===== src/rtl/fpadd_pkg.sv =====
package fpadd_pkg;
  localparam int DEF_EW = 8;
  localparam int DEF_MW = 16;

  typedef enum logic {
    OP_ADD = 1'b0,
    OP_SUB = 1'b1
  } fadd_op_e;
endpackage


===== src/rtl/fpadd_cmp.sv =====
module fpadd_cmp
  import fpadd_pkg::*;
#(
  parameter int EW = DEF_EW,
  parameter int MW = DEF_MW
) (
  input  logic          clk,
  input  logic          rst,
  input  logic          in_valid,
  input  logic          x_s,
  input  logic [EW-1:0] x_e,
  input  logic [MW-1:0] x_m,
  input  logic          y_s,
  input  logic [EW-1:0] y_e,
  input  logic [MW-1:0] y_m,
  input  fadd_op_e      op,
  output logic          out_valid,
  output logic [EW-1:0] exp_q,
  output logic [EW-1:0] shamt_q,
  output logic [MW-1:0] big_m_q,
  output logic [MW-1:0] small_m_q,
  output logic          big_s_q,
  output logic          small_s_q
);
  logic [EW-1:0] xe_eff, ye_eff;
  logic [EW:0]   diff, ndiff;
  logic          swap, ys_eff;

  always_comb begin
    xe_eff = (x_m == '0) ? '0 : x_e;
    ye_eff = (y_m == '0) ? '0 : y_e;
    diff   = {1'b0, xe_eff} - {1'b0, ye_eff};
    ndiff  = '0 - diff;
    swap   = diff[EW];
    ys_eff = y_s ^ (op == OP_SUB);
  end

  always_ff @(posedge clk) begin
    if (rst) begin
      out_valid <= 1'b0;
      exp_q     <= '0;
      shamt_q   <= '0;
      big_m_q   <= '0;
      small_m_q <= '0;
      big_s_q   <= 1'b0;
      small_s_q <= 1'b0;
    end else begin
      out_valid <= in_valid;
      if (swap) begin
        exp_q     <= ye_eff;
        shamt_q   <= ndiff[EW-1:0];
        big_m_q   <= y_m;
        small_m_q <= x_m;
        big_s_q   <= ys_eff;
        small_s_q <= x_s;
      end else begin
        exp_q     <= xe_eff;
        shamt_q   <= diff[EW-1:0];
        big_m_q   <= x_m;
        small_m_q <= y_m;
        big_s_q   <= x_s;
        small_s_q <= ys_eff;
      end
    end
  end


  larger_exp_chk: assert property (@(posedge clk) disable iff (rst)
    in_valid |=> (exp_q >= $past(xe_eff)) && (exp_q >= $past(ye_eff)));
endmodule


===== src/rtl/fpadd_align.sv =====
module fpadd_align
  import fpadd_pkg::*;
#(
  parameter int EW = DEF_EW,
  parameter int MW = DEF_MW
) (
  input  logic          clk,
  input  logic          rst,
  input  logic          in_valid,
  input  logic [EW-1:0] exp_i,
  input  logic [EW-1:0] shamt_i,
  input  logic [MW-1:0] big_m_i,
  input  logic [MW-1:0] small_m_i,
  input  logic          big_s_i,
  input  logic          small_s_i,
  output logic          out_valid,
  output logic [EW-1:0] exp_q,
  output logic [MW-1:0] big_m_q,
  output logic [MW-1:0] small_m_q,
  output logic          big_s_q,
  output logic          small_s_q
);
  logic          gone;
  logic [MW-1:0] shifted;

  always_comb begin
    gone    = int'(shamt_i) >= MW;
    shifted = gone ? '0 : (small_m_i >> shamt_i);
  end

  always_ff @(posedge clk) begin
    if (rst) begin
      out_valid <= 1'b0;
      exp_q     <= '0;
      big_m_q   <= '0;
      small_m_q <= '0;
      big_s_q   <= 1'b0;
      small_s_q <= 1'b0;
    end else begin
      out_valid <= in_valid;
      exp_q     <= exp_i;
      big_m_q   <= big_m_i;
      small_m_q <= shifted;
      big_s_q   <= big_s_i;
      small_s_q <= small_s_i;
    end
  end


  far_operand_zero_chk: assert property (@(posedge clk) disable iff (rst)
    (in_valid && int'(shamt_i) >= MW) |=> (small_m_q == '0));


  zero_shift_keep_chk: assert property (@(posedge clk) disable iff (rst)
    (in_valid && shamt_i == '0) |=> (small_m_q == $past(small_m_i)));
endmodule


===== src/rtl/fpadd_addsub.sv =====
module fpadd_addsub
  import fpadd_pkg::*;
#(
  parameter int EW = DEF_EW,
  parameter int MW = DEF_MW
) (
  input  logic          clk,
  input  logic          rst,
  input  logic          in_valid,
  input  logic [EW-1:0] exp_i,
  input  logic [MW-1:0] big_m_i,
  input  logic [MW-1:0] small_m_i,
  input  logic          big_s_i,
  input  logic          small_s_i,
  output logic          out_valid,
  output logic [EW-1:0] exp_q,
  output logic          sign_q,
  output logic [MW:0]   mag_q
);
  logic [MW:0] mag_n;
  logic        sign_n;

  always_comb begin
    if (big_s_i == small_s_i) begin
      mag_n  = {1'b0, big_m_i} + {1'b0, small_m_i};
      sign_n = big_s_i;
    end else if (big_m_i >= small_m_i) begin
      mag_n  = {1'b0, big_m_i} - {1'b0, small_m_i};
      sign_n = big_s_i;
    end else begin
      mag_n  = {1'b0, small_m_i} - {1'b0, big_m_i};
      sign_n = small_s_i;
    end
  end

  always_ff @(posedge clk) begin
    if (rst) begin
      out_valid <= 1'b0;
      exp_q     <= '0;
      sign_q    <= 1'b0;
      mag_q     <= '0;
    end else begin
      out_valid <= in_valid;
      exp_q     <= exp_i;
      sign_q    <= sign_n;
      mag_q     <= mag_n;
    end
  end


  add_grows_chk: assert property (@(posedge clk) disable iff (rst)
    (in_valid && big_s_i == small_s_i) |=> (mag_q >= {1'b0, $past(big_m_i)}));
endmodule


===== src/rtl/fpadd_norm.sv =====
module fpadd_norm
  import fpadd_pkg::*;
#(
  parameter int EW = DEF_EW,
  parameter int MW = DEF_MW
) (
  input  logic          clk,
  input  logic          rst,
  input  logic          in_valid,
  input  logic [EW-1:0] exp_i,
  input  logic          sign_i,
  input  logic [MW:0]   mag_i,
  output logic          out_valid,
  output logic          z_s,
  output logic [EW-1:0] z_e,
  output logic [MW-1:0] z_m
);
  localparam int CW = $clog2(MW + 1);
  localparam logic [EW-1:0] EMAX = '1;

  function automatic logic [CW-1:0] lead_zeros(input logic [MW-1:0] v);
    logic [CW-1:0] n;
    n = CW'(MW);
    for (int i = 0; i < MW; i++) begin
      if (v[i]) n = CW'(MW - 1 - i);
    end
    return n;
  endfunction

  logic [CW-1:0] lz;
  logic          nz_s;
  logic [EW-1:0] nz_e;
  logic [MW-1:0] nz_m;

  always_comb begin
    lz   = lead_zeros(mag_i[MW-1:0]);
    nz_s = sign_i;
    nz_e = exp_i;
    nz_m = mag_i[MW-1:0];
    if (mag_i[MW]) begin
      if (exp_i == EMAX) begin
        nz_e = EMAX;
        nz_m = '1;
      end else begin
        nz_e = exp_i + 1'b1;
        nz_m = mag_i[MW:1];
      end
    end else if (mag_i == '0 || int'(lz) > int'(exp_i)) begin
      nz_s = 1'b0;
      nz_e = '0;
      nz_m = '0;
    end else begin
      nz_m = mag_i[MW-1:0] << lz;
      nz_e = exp_i - EW'(lz);
    end
  end

  always_ff @(posedge clk) begin
    if (rst) begin
      out_valid <= 1'b0;
      z_s       <= 1'b0;
      z_e       <= '0;
      z_m       <= '0;
    end else begin
      out_valid <= in_valid;
      z_s       <= nz_s;
      z_e       <= nz_e;
      z_m       <= nz_m;
    end
  end


  valid_follow_chk: assert property (@(posedge clk) disable iff (rst)
    in_valid |=> out_valid);


  idle_follow_chk: assert property (@(posedge clk) disable iff (rst)
    !in_valid |=> !out_valid);


  normalized_out_chk: assert property (@(posedge clk) disable iff (rst)
    (out_valid && z_m != '0) |-> z_m[MW-1]);


  canonical_zero_chk: assert property (@(posedge clk) disable iff (rst)
    (out_valid && z_m == '0) |-> (z_e == '0 && !z_s));


  carry_bump_chk: assert property (@(posedge clk) disable iff (rst)
    (in_valid && mag_i[MW] && exp_i != EMAX) |=> (z_e == $past(exp_i) + 1'b1));
endmodule


===== src/rtl/fpadd_pipe.sv =====
module fpadd_pipe
  import fpadd_pkg::*;
#(
  parameter int EW = DEF_EW,
  parameter int MW = DEF_MW
) (
  input  logic          clk,
  input  logic          rst,
  input  logic          in_valid,
  input  logic          x_sign,
  input  logic [EW-1:0] x_exp,
  input  logic [MW-1:0] x_man,
  input  logic          y_sign,
  input  logic [EW-1:0] y_exp,
  input  logic [MW-1:0] y_man,
  input  logic          op_sub,
  output logic          out_valid,
  output logic          z_sign,
  output logic [EW-1:0] z_exp,
  output logic [MW-1:0] z_man
);
  fadd_op_e op;
  assign op = op_sub ? OP_SUB : OP_ADD;

  logic          v1, bs1, ss1;
  logic [EW-1:0] e1, sh1;
  logic [MW-1:0] bm1, sm1;

  logic          v2, bs2, ss2;
  logic [EW-1:0] e2;
  logic [MW-1:0] bm2, sm2;

  logic          v3, s3;
  logic [EW-1:0] e3;
  logic [MW:0]   m3;

  fpadd_cmp #(.EW(EW), .MW(MW)) u_cmp (
    .clk(clk), .rst(rst), .in_valid(in_valid),
    .x_s(x_sign), .x_e(x_exp), .x_m(x_man),
    .y_s(y_sign), .y_e(y_exp), .y_m(y_man), .op(op),
    .out_valid(v1), .exp_q(e1), .shamt_q(sh1),
    .big_m_q(bm1), .small_m_q(sm1), .big_s_q(bs1), .small_s_q(ss1)
  );

  fpadd_align #(.EW(EW), .MW(MW)) u_align (
    .clk(clk), .rst(rst), .in_valid(v1),
    .exp_i(e1), .shamt_i(sh1), .big_m_i(bm1), .small_m_i(sm1),
    .big_s_i(bs1), .small_s_i(ss1),
    .out_valid(v2), .exp_q(e2), .big_m_q(bm2), .small_m_q(sm2),
    .big_s_q(bs2), .small_s_q(ss2)
  );

  fpadd_addsub #(.EW(EW), .MW(MW)) u_addsub (
    .clk(clk), .rst(rst), .in_valid(v2),
    .exp_i(e2), .big_m_i(bm2), .small_m_i(sm2),
    .big_s_i(bs2), .small_s_i(ss2),
    .out_valid(v3), .exp_q(e3), .sign_q(s3), .mag_q(m3)
  );

  fpadd_norm #(.EW(EW), .MW(MW)) u_norm (
    .clk(clk), .rst(rst), .in_valid(v3),
    .exp_i(e3), .sign_i(s3), .mag_i(m3),
    .out_valid(out_valid), .z_s(z_sign), .z_e(z_exp), .z_m(z_man)
  );
endmodule


===== config.mk =====
export PLATFORM = sky130hd
export DESIGN_NAME = fpadd_pipe
export DESIGN_NICKNAME = d
export VERILOG_FILES = /design/src/rtl/fpadd_pkg.sv /design/src/rtl/fpadd_cmp.sv /design/src/rtl/fpadd_align.sv /design/src/rtl/fpadd_addsub.sv /design/src/rtl/fpadd_norm.sv /design/src/rtl/fpadd_pipe.sv
export SDC_FILE = /design/constraint.sdc
export NUM_CORES = 1
export LEC_CHECK = 0
export BUFFER_PORTS_ARGS = -buffer_cell sky130_fd_sc_hd__buf_4
export CORE_ASPECT_RATIO = 0.6
export CORE_MARGIN = 3
export CORE_UTILIZATION = 40
export CTS_BUF_LIST = sky130_fd_sc_hd__clkbuf_8
export CTS_CLUSTER_DIAMETER = 120
export DETAILED_ROUTE_END_ITERATION = 12
export GPL_ROUTABILITY_DRIVEN = 0
export SLEW_MARGIN = 20
export SYNTH_ARGS = -nofsm -noshare
export SYNTH_HDL_FRONTEND = slang
export SYNTH_HIERARCHICAL = 1
export SYNTH_SLANG_ARGS = --single-unit

===== constraint.sdc =====
create_clock -name clk -period 3.3 [get_ports clk]
set_input_delay 0.33 -clock clk [delete_from_list [all_inputs] [get_ports clk]]
set_output_delay 0.33 -clock clk [all_outputs]
set_load 0.05 [all_outputs]

After elaboration in Yosys (flattened, before gate mapping)
Cells that the tools add are included.
{"block": "word_totals", "ff_bits": 147, "input_bits": 54, "output_inout_bits": 26, "elab_cells": 78}
{"block": "classes", "n_addsub": 7, "magnitude_cmp": 3, "eq_ne": 2, "shift": 2, "n_mux": 37, "bitwise_logic": 1, "n_reduce_logical": 5}
{"operator": "$mux W5", "count": 16}
{"operator": "$mux W16", "count": 4}
{"operator": "$mux W8", "count": 7}
{"operator": "$mux W17", "count": 2}
{"operator": "$sub A16 B16 Y17", "count": 2}
{"operator": "$logic_not A16 Y1", "count": 2}
{"operator": "$add A16 B16 Y17", "count": 1}
{"operator": "$logic_not A17 Y1", "count": 1}
{"operator": "$ge A16 B16 Y1", "count": 1}
{"operator": "$shl A16 B5 Y16", "count": 1}
{"operator": "$shr A16 B8 Y16", "count": 1}
{"operator": "$mux W15", "count": 1}
{"operator": "$sub A8 B8 Y9", "count": 1}
{"operator": "$add A8 B1 Y8 const B", "count": 1}
{"operator": "$eq A8 B8 Y1 const B", "count": 1}
{"operator": "$ge A8 B5 Y1 const B", "count": 1}
{"operator": "$gt A5 B8 Y1", "count": 1}
{"operator": "$sub A1 B8 Y8 const A", "count": 1}
{"operator": "$sub A8 B5 Y8", "count": 1}
{"operator": "$mux W1", "count": 7}
{"operator": "$reduce_or A2 Y1", "count": 1}
{"operator": "$eq A1 B1 Y1", "count": 1}
{"operator": "$logic_or A1 B1 Y1", "count": 1}
{"operator": "$xor A1 B1 Y1", "count": 1}

Longest topological paths before layout
{"block": "logic_depth", "ltp_word": 20, "depth_mapped": 15, "depth_no_buf": 14}

Cells and area by module
The synthesis kept the hierarchy.
{"mod": "fpadd_addsub", "n_inst": 1, "cells_per_inst": 428, "area_each_um2": 3269.4, "seq_area_each_um2": 540.5}
{"mod": "fpadd_cmp", "n_inst": 1, "cells_per_inst": 290, "area_each_um2": 2412.3, "seq_area_each_um2": 1021.0}
{"mod": "fpadd_norm", "n_inst": 1, "cells_per_inst": 302, "area_each_um2": 2337.2, "seq_area_each_um2": 520.5}
{"mod": "fpadd_align", "n_inst": 1, "cells_per_inst": 165, "area_each_um2": 1776.7, "seq_area_each_um2": 860.8}

Least setup slack after synthesis
OpenSTA, ideal clock, no wires.
{"block": "synth_path", "kind": "register to register", "start": "reg u_addsub.mag_q[10]", "end": "reg u_norm.z_m[6]", "setup_time_ns": 0.070, "arrival_time_ns": 3.315, "required_time_ns": 3.230, "setup_slack_ns": -0.086, "stages_incl_launch_ff": 16, "n_path_buf": 1, "synth_period_minus_slack_ns": 3.386, "path_cell_list": "dfxtp_1 -> or2_1 -> buf_2 -> o211a_4 -> o31a_4 -> nor2_8 -> inv_4 -> ha_1 -> fa_1 -> nand2b_1 -> a21oi_1 -> nor2_1 -> a211o_1 -> or3_1 -> o31a_1 -> o21ai_1"}
{"block": "synth_via", "elab_chain_len": 10, "word_cells_on_any_way": 12, "classes_between": "order compare (1); shift (1); mux (8); reduce/logical (2)"}
{"element": "start, declared", "line": "fpadd_addsub.sv:18", "rtl": "output logic [MW:0] mag_q"}
{"element": "start signal, assigned", "line": "fpadd_addsub.sv:46", "rtl": "mag_q <= mag_n;"}
{"element": "$mux W5 (6 in a row)", "line": "fpadd_norm.sv:25", "rtl": "if (v[i]) n = CW'(MW - 1 - i);"}
{"element": "$gt A5 B8 Y1", "line": "fpadd_norm.sv:48", "rtl": "end else if (mag_i == '0 || int'(lz) > int'(exp_i)) begin"}
{"element": "$logic_or A1 B1 Y1", "line": "fpadd_norm.sv:48"}
{"element": "$mux W16 (*)", "line": "fpadd_norm.sv:48"}
{"element": "$mux W16 (*)", "line": "fpadd_norm.sv:40", "rtl": "if (mag_i[MW]) begin"}
{"element": "end signal, assigned", "line": "fpadd_norm.sv:68", "rtl": "z_m <= nz_m;"}
{"element": "end, declared", "line": "fpadd_norm.sv:16", "rtl": "output logic [MW-1:0] z_m"}
Mark *: on every way between the ends. The rest lies on a longest branch, timed or not.
A chain may end at the register's enable or synchronous reset.

Worst setup path in the final report
{"block": "layout_path", "start": "reg u_addsub.mag_q[8]", "end": "reg u_norm.z_m[6]"}
{"block": "layout_via", "elab_chain_len": 12, "word_cells_on_any_way": 14, "classes_between": "order compare (1); shift (1); mux (10); reduce/logical (2)"}
{"element": "$mux W5 (8 in a row)", "line": "fpadd_norm.sv:25"}
{"element": "$gt A5 B8 Y1", "line": "fpadd_norm.sv:48"}
{"element": "$logic_or A1 B1 Y1", "line": "fpadd_norm.sv:48"}
{"element": "$mux W16 (*)", "line": "fpadd_norm.sv:48"}
{"element": "$mux W16 (*)", "line": "fpadd_norm.sv:40"}
Marks and branches as above.

==> flow_summary.yaml <==
floorplanning:
  die_height_um: 127
  placementRows: 43
  i_o_pin_count: 80
  initial_utilization: 0.416
  fp.dieW_um: 208
  die-area_mm2: 0.0265
  fp.coreArea_mm2: 0.0236
synthesis:
  synth_flop_cell: "sky130_fd_sc_hd__dfxtp_1"
  syn-mean-instance-area_um2: 8.27
  synthesis.yosys.warnings: 6
  number_of_instances_in_the_synthesized_netlist: 1185
  syn-cell-area_mm2: 0.00980
  yosysUniqueCellTypes: 104
  synth.ff_latch_count: 147
  syn_nets: 1306
  async_set_reset_flop_share_out_of_synthesis: 0
  synth_sequential_area_ratio: 0.300
  synth_edf_count: 0
pwr:
  internal_power_mw: 4.47
  power_per_cell_area_mw_per_mm2: 647
  p_switching_mw: 3.25
  power.static_leakage_nw: 5.07
  comb_power_share: 0.513
  p_total_mw: 7.72
  power.share.switching: 0.421
  worst_ir_drop_vdd_mv: 0.373
  clock_power_share: 0.206
  seq_power_share: 0.281
flow_run:
  drv.max_cap_violation_count: 0
worst_setup_path:
  r2r_end: "u_norm/z_m[6]"
  worst_ep_required_time_ns: 3.70
  arrival_ns: 3.61
  setup.reg_to_reg.worst_slack_ns: 0.09
  reg2regPathDepth: 14
  maximum_net_fanout_on_the_critical_path: 5
  endpoint_kind: "flip-flop"
  worstSetupStartpointType: "flip-flop"
  critPathKind: "flip-flop to flip-flop"
  regToRegStartpoint: "u_addsub/mag_q[8]"
detailed_routing:
  routed_wl_mm: 29.3
  detail_route.vias_per_cell: 5.61
  detailed_routing_iteration_count_for_the_pre_antenna_repair_pass: 5
  drc_errors: 0
  ant_nets: 0
  detailroute.via_count: 9344
  route.detailed.wl_per_inst_um: 17.6
  first_iter_violations: 1131
sta:
  final_hold_violating_endpoints: 0
  hold_slack_ns: 0.0739
  setup_viol_count_final: 0
  tightest_slew_ns: 1.00
  fmax_achieved_ghz: 0.312
  skew_ns: 0.0124
  slew-limit-headroom: 0.329
  timing.final.crit_period_ns: 3.21
  timing.setup.tns_ns: 0
  fin_crit_sh: 0.971
  max_slew_violation_count: 0
  worst_slack_ns: 0.0943
placement:
  buffer_ports.inserted: 79
  postPlaceCellArea_mm2: 0.0114
  dp_cells: 1634
  post-place-ws_ns: -0.128
  post-dp-hpwl_mm: 22.9
hold_path:
  min_from: "in_valid"
  timing.hold.worst_path_depth: 2
  hold_path_class: "input pin to flip-flop"
  holdPathEnd: "u_cmp/out_valid"
cells_and_area:
  fin_util: 0.507
  n_fill_cell: 2293
  seq_area_mm2: 0.00294
  post-route-cell-area_mm2: 0.0119
  fin_cells: 1667
  syn2layout_area_growth_pct: 21.9
  multi_input_comb_area_mm2: 0.00631
  layout_common_cells: "sky130_fd_sc_hd__buf_4, sky130_fd_sc_hd__dfxtp_1, sky130_fd_sc_hd__nand2_1"
  drive_gt1_frac: 0.226
  layout.cells.most_common: "sky130_fd_sc_hd__buf_4"
  num-nets-final: 1459
clock_network:
  max-clock-path-buffers: 2
  clock_latency_ns: 0.47
  post_cts_buffers: 0
  htreeDepth: 4
  clockRootBuffer: "sky130_fd_sc_hd__clkbuf_8"
  number_of_buffers_inserted_during_clock_tree_synthesis: 17
  cts_tree: "done"
  path_clk_slew_ns: 0.08
  cts_num_sinks: 147
global_routing:
  grt_overflow_total: 0
  initial_antenna_violation_count: 0
  grt_pass1_wl_mm: 46.3
  globalRouteTotalUtil: 0.217
  grt_max_degree: 76
  vias_in_the_first_global_route: 8667
status:
  run_status: "completed"
## how the worst max path moves through the flow
stage / depth (start not counted) / startpoint / to / slack [ns]
2_1_floorplan: 15 / u_addsub/mag_q[10] / u_norm/z_m[6] / 0.01
3_5_place_dp: 13 / y_man[11] / u_cmp/shamt_q[7] / -0.13
5_1_grt: 14 / u_addsub/mag_q[8] / u_norm/z_m[6] / -0.003
3_3_place_gp: 14 / y_man[8] / u_cmp/big_m_q[15] / -0.10
4_1_cts: 14 / u_addsub/mag_q[8] / u_norm/z_m[6] / 0.009
6_report: 14 / u_addsub/mag_q[8] / u_norm/z_m[6] / 0.09
## registers in the layout (all words and copies together) (netlist names), 8 cells and up
register,cells
u_cmp/small_m_q,16
u_align/big_m_q,16
u_cmp/big_m_q,16
u_cmp/shamt_q,8
u_cmp/exp_q,8
u_align/exp_q,8
u_norm/z_e,8
u_addsub/exp_q,8
u_addsub/mag_q,17
u_align/small_m_q,16
u_norm/z_m,16
## timing repair
item,CTS,global route
setup endpoints to repair,0,16
hold buffers,0,0
gates resized for setup,0,13
## area by class of cell
class / count / share of cell area
Multi-Input combinational cell: 900 / 0.529
Sequential cell: 147 / 0.247
Timing Repair Buffer: 200 / 0.131
Tap cell: 315 / 0.0330
Inverter: 72 / 0.0228
Clock buffer: 18 / 0.0207
Clock inverter: 14 / 0.0168
Antenna cell: 1 / 0.000210
## routing by layer
| metal | up-vias | wire (um) | track usage | part of all wire |
|---|---|---|---|---|
| li1 | 4533 | - | - | - |
| met1 | 4306 | 14700 | 0.340 | 0.50 |
| met2 | 479 | 11000 | 0.287 | 0.37 |
| met3 | 26 | 3400 | 0.0663 | 0.12 |
| met4 | 0 | 295 | 0.0440 | 0.010 |
| met5 | - | 0 | 0 | 0 |
## power groups by stage
stage	combinational [mW]	clock, mW	sequential [mW]
floorplan	2.28	0	2.42
global placement	3.76	0	2.20
detailed placement	3.77	0	2.21
CTS	3.80	1.63	2.17
global route	4.24	1.72	2.20
finish	3.96	1.59	2.17
## cells in the mapped netlist, types with 5 or more instances
library cell,n,share of area
sky130_fd_sc_hd__mux2i_1,26,0.027
sky130_fd_sc_hd__a211oi_1,12,0.0092
sky130_fd_sc_hd__o31ai_1,8,0.0061
sky130_fd_sc_hd__nand2b_1,13,0.0083
sky130_fd_sc_hd__buf_2,26,0.013
sky130_fd_sc_hd__inv_2,5,0.0019
sky130_fd_sc_hd__buf_6,7,0.0080
sky130_fd_sc_hd__and2_1,19,0.012
sky130_fd_sc_hd__ha_1,62,0.079
sky130_fd_sc_hd__mux2_2,5,0.0057
sky130_fd_sc_hd__mux2_1,8,0.0092
sky130_fd_sc_hd__nor2b_1,49,0.031
sky130_fd_sc_hd__clkbuf_1,25,0.0096
sky130_fd_sc_hd__buf_4,6,0.0046
sky130_fd_sc_hd__o211ai_1,9,0.0069
sky130_fd_sc_hd__nor2_1,95,0.036
sky130_fd_sc_hd__inv_1,65,0.025
sky130_fd_sc_hd__dfxtp_1,147,0.30
sky130_fd_sc_hd__o21ai_0,56,0.029
sky130_fd_sc_hd__a21o_1,12,0.0092
sky130_fd_sc_hd__o21a_1,13,0.010
sky130_fd_sc_hd__nor4_1,13,0.0083
sky130_fd_sc_hd__nand4_1,9,0.0057
sky130_fd_sc_hd__o21ai_1,10,0.0051
sky130_fd_sc_hd__o21bai_1,6,0.0046
sky130_fd_sc_hd__o221ai_1,7,0.0063
sky130_fd_sc_hd__a31oi_1,8,0.0051
sky130_fd_sc_hd__nand2_1,121,0.046
sky130_fd_sc_hd__nor3_1,29,0.015
sky130_fd_sc_hd__nor4_4,5,0.011
sky130_fd_sc_hd__or4_1,6,0.0046
sky130_fd_sc_hd__nand3b_1,5,0.0038
sky130_fd_sc_hd__a21oi_1,104,0.053
sky130_fd_sc_hd__xnor2_1,9,0.0080
sky130_fd_sc_hd__nand3_1,30,0.015
sky130_fd_sc_hd__fa_1,5,0.010
sky130_fd_sc_hd__and3_1,6,0.0038
sky130_fd_sc_hd__xor2_1,14,0.013
sky130_fd_sc_hd__or3_1,13,0.0083
## critical path, cell delays in order, from the launching register on
cell	delay, ns
sky130_fd_sc_hd__dfxtp_1	0.32
sky130_fd_sc_hd__or2_4	0.27
sky130_fd_sc_hd__o211a_4	0.24
sky130_fd_sc_hd__o31a_4	0.13
sky130_fd_sc_hd__nor2_8	0.11
sky130_fd_sc_hd__inv_4	0.04
sky130_fd_sc_hd__ha_2	0.18
sky130_fd_sc_hd__fa_2	0.37
sky130_fd_sc_hd__nand2b_4	0.16
sky130_fd_sc_hd__a21oi_4	0.19
sky130_fd_sc_hd__nor2_1	0.08
sky130_fd_sc_hd__a211o_1	0.35
sky130_fd_sc_hd__or3_4	0.36
sky130_fd_sc_hd__o31a_1	0.29
sky130_fd_sc_hd__o21ai_1	0.06
## cell families after synthesis
| group | Yosys count | share of synthesized area |
|---|---|---|
| AOI/OAI and AO/OA | 329 | 0.241 |
| adders and majority gates | 68 | 0.0906 |
| and+or+nand+nor | 437 | 0.233 |
| muxes | 43 | 0.0499 |
| DFF | 147 | 0.300 |
| xor gates and xnor gates | 23 | 0.0206 |
| buffers and inverters | 138 | 0.0642 |
Power figures use the tool's default switching activity.
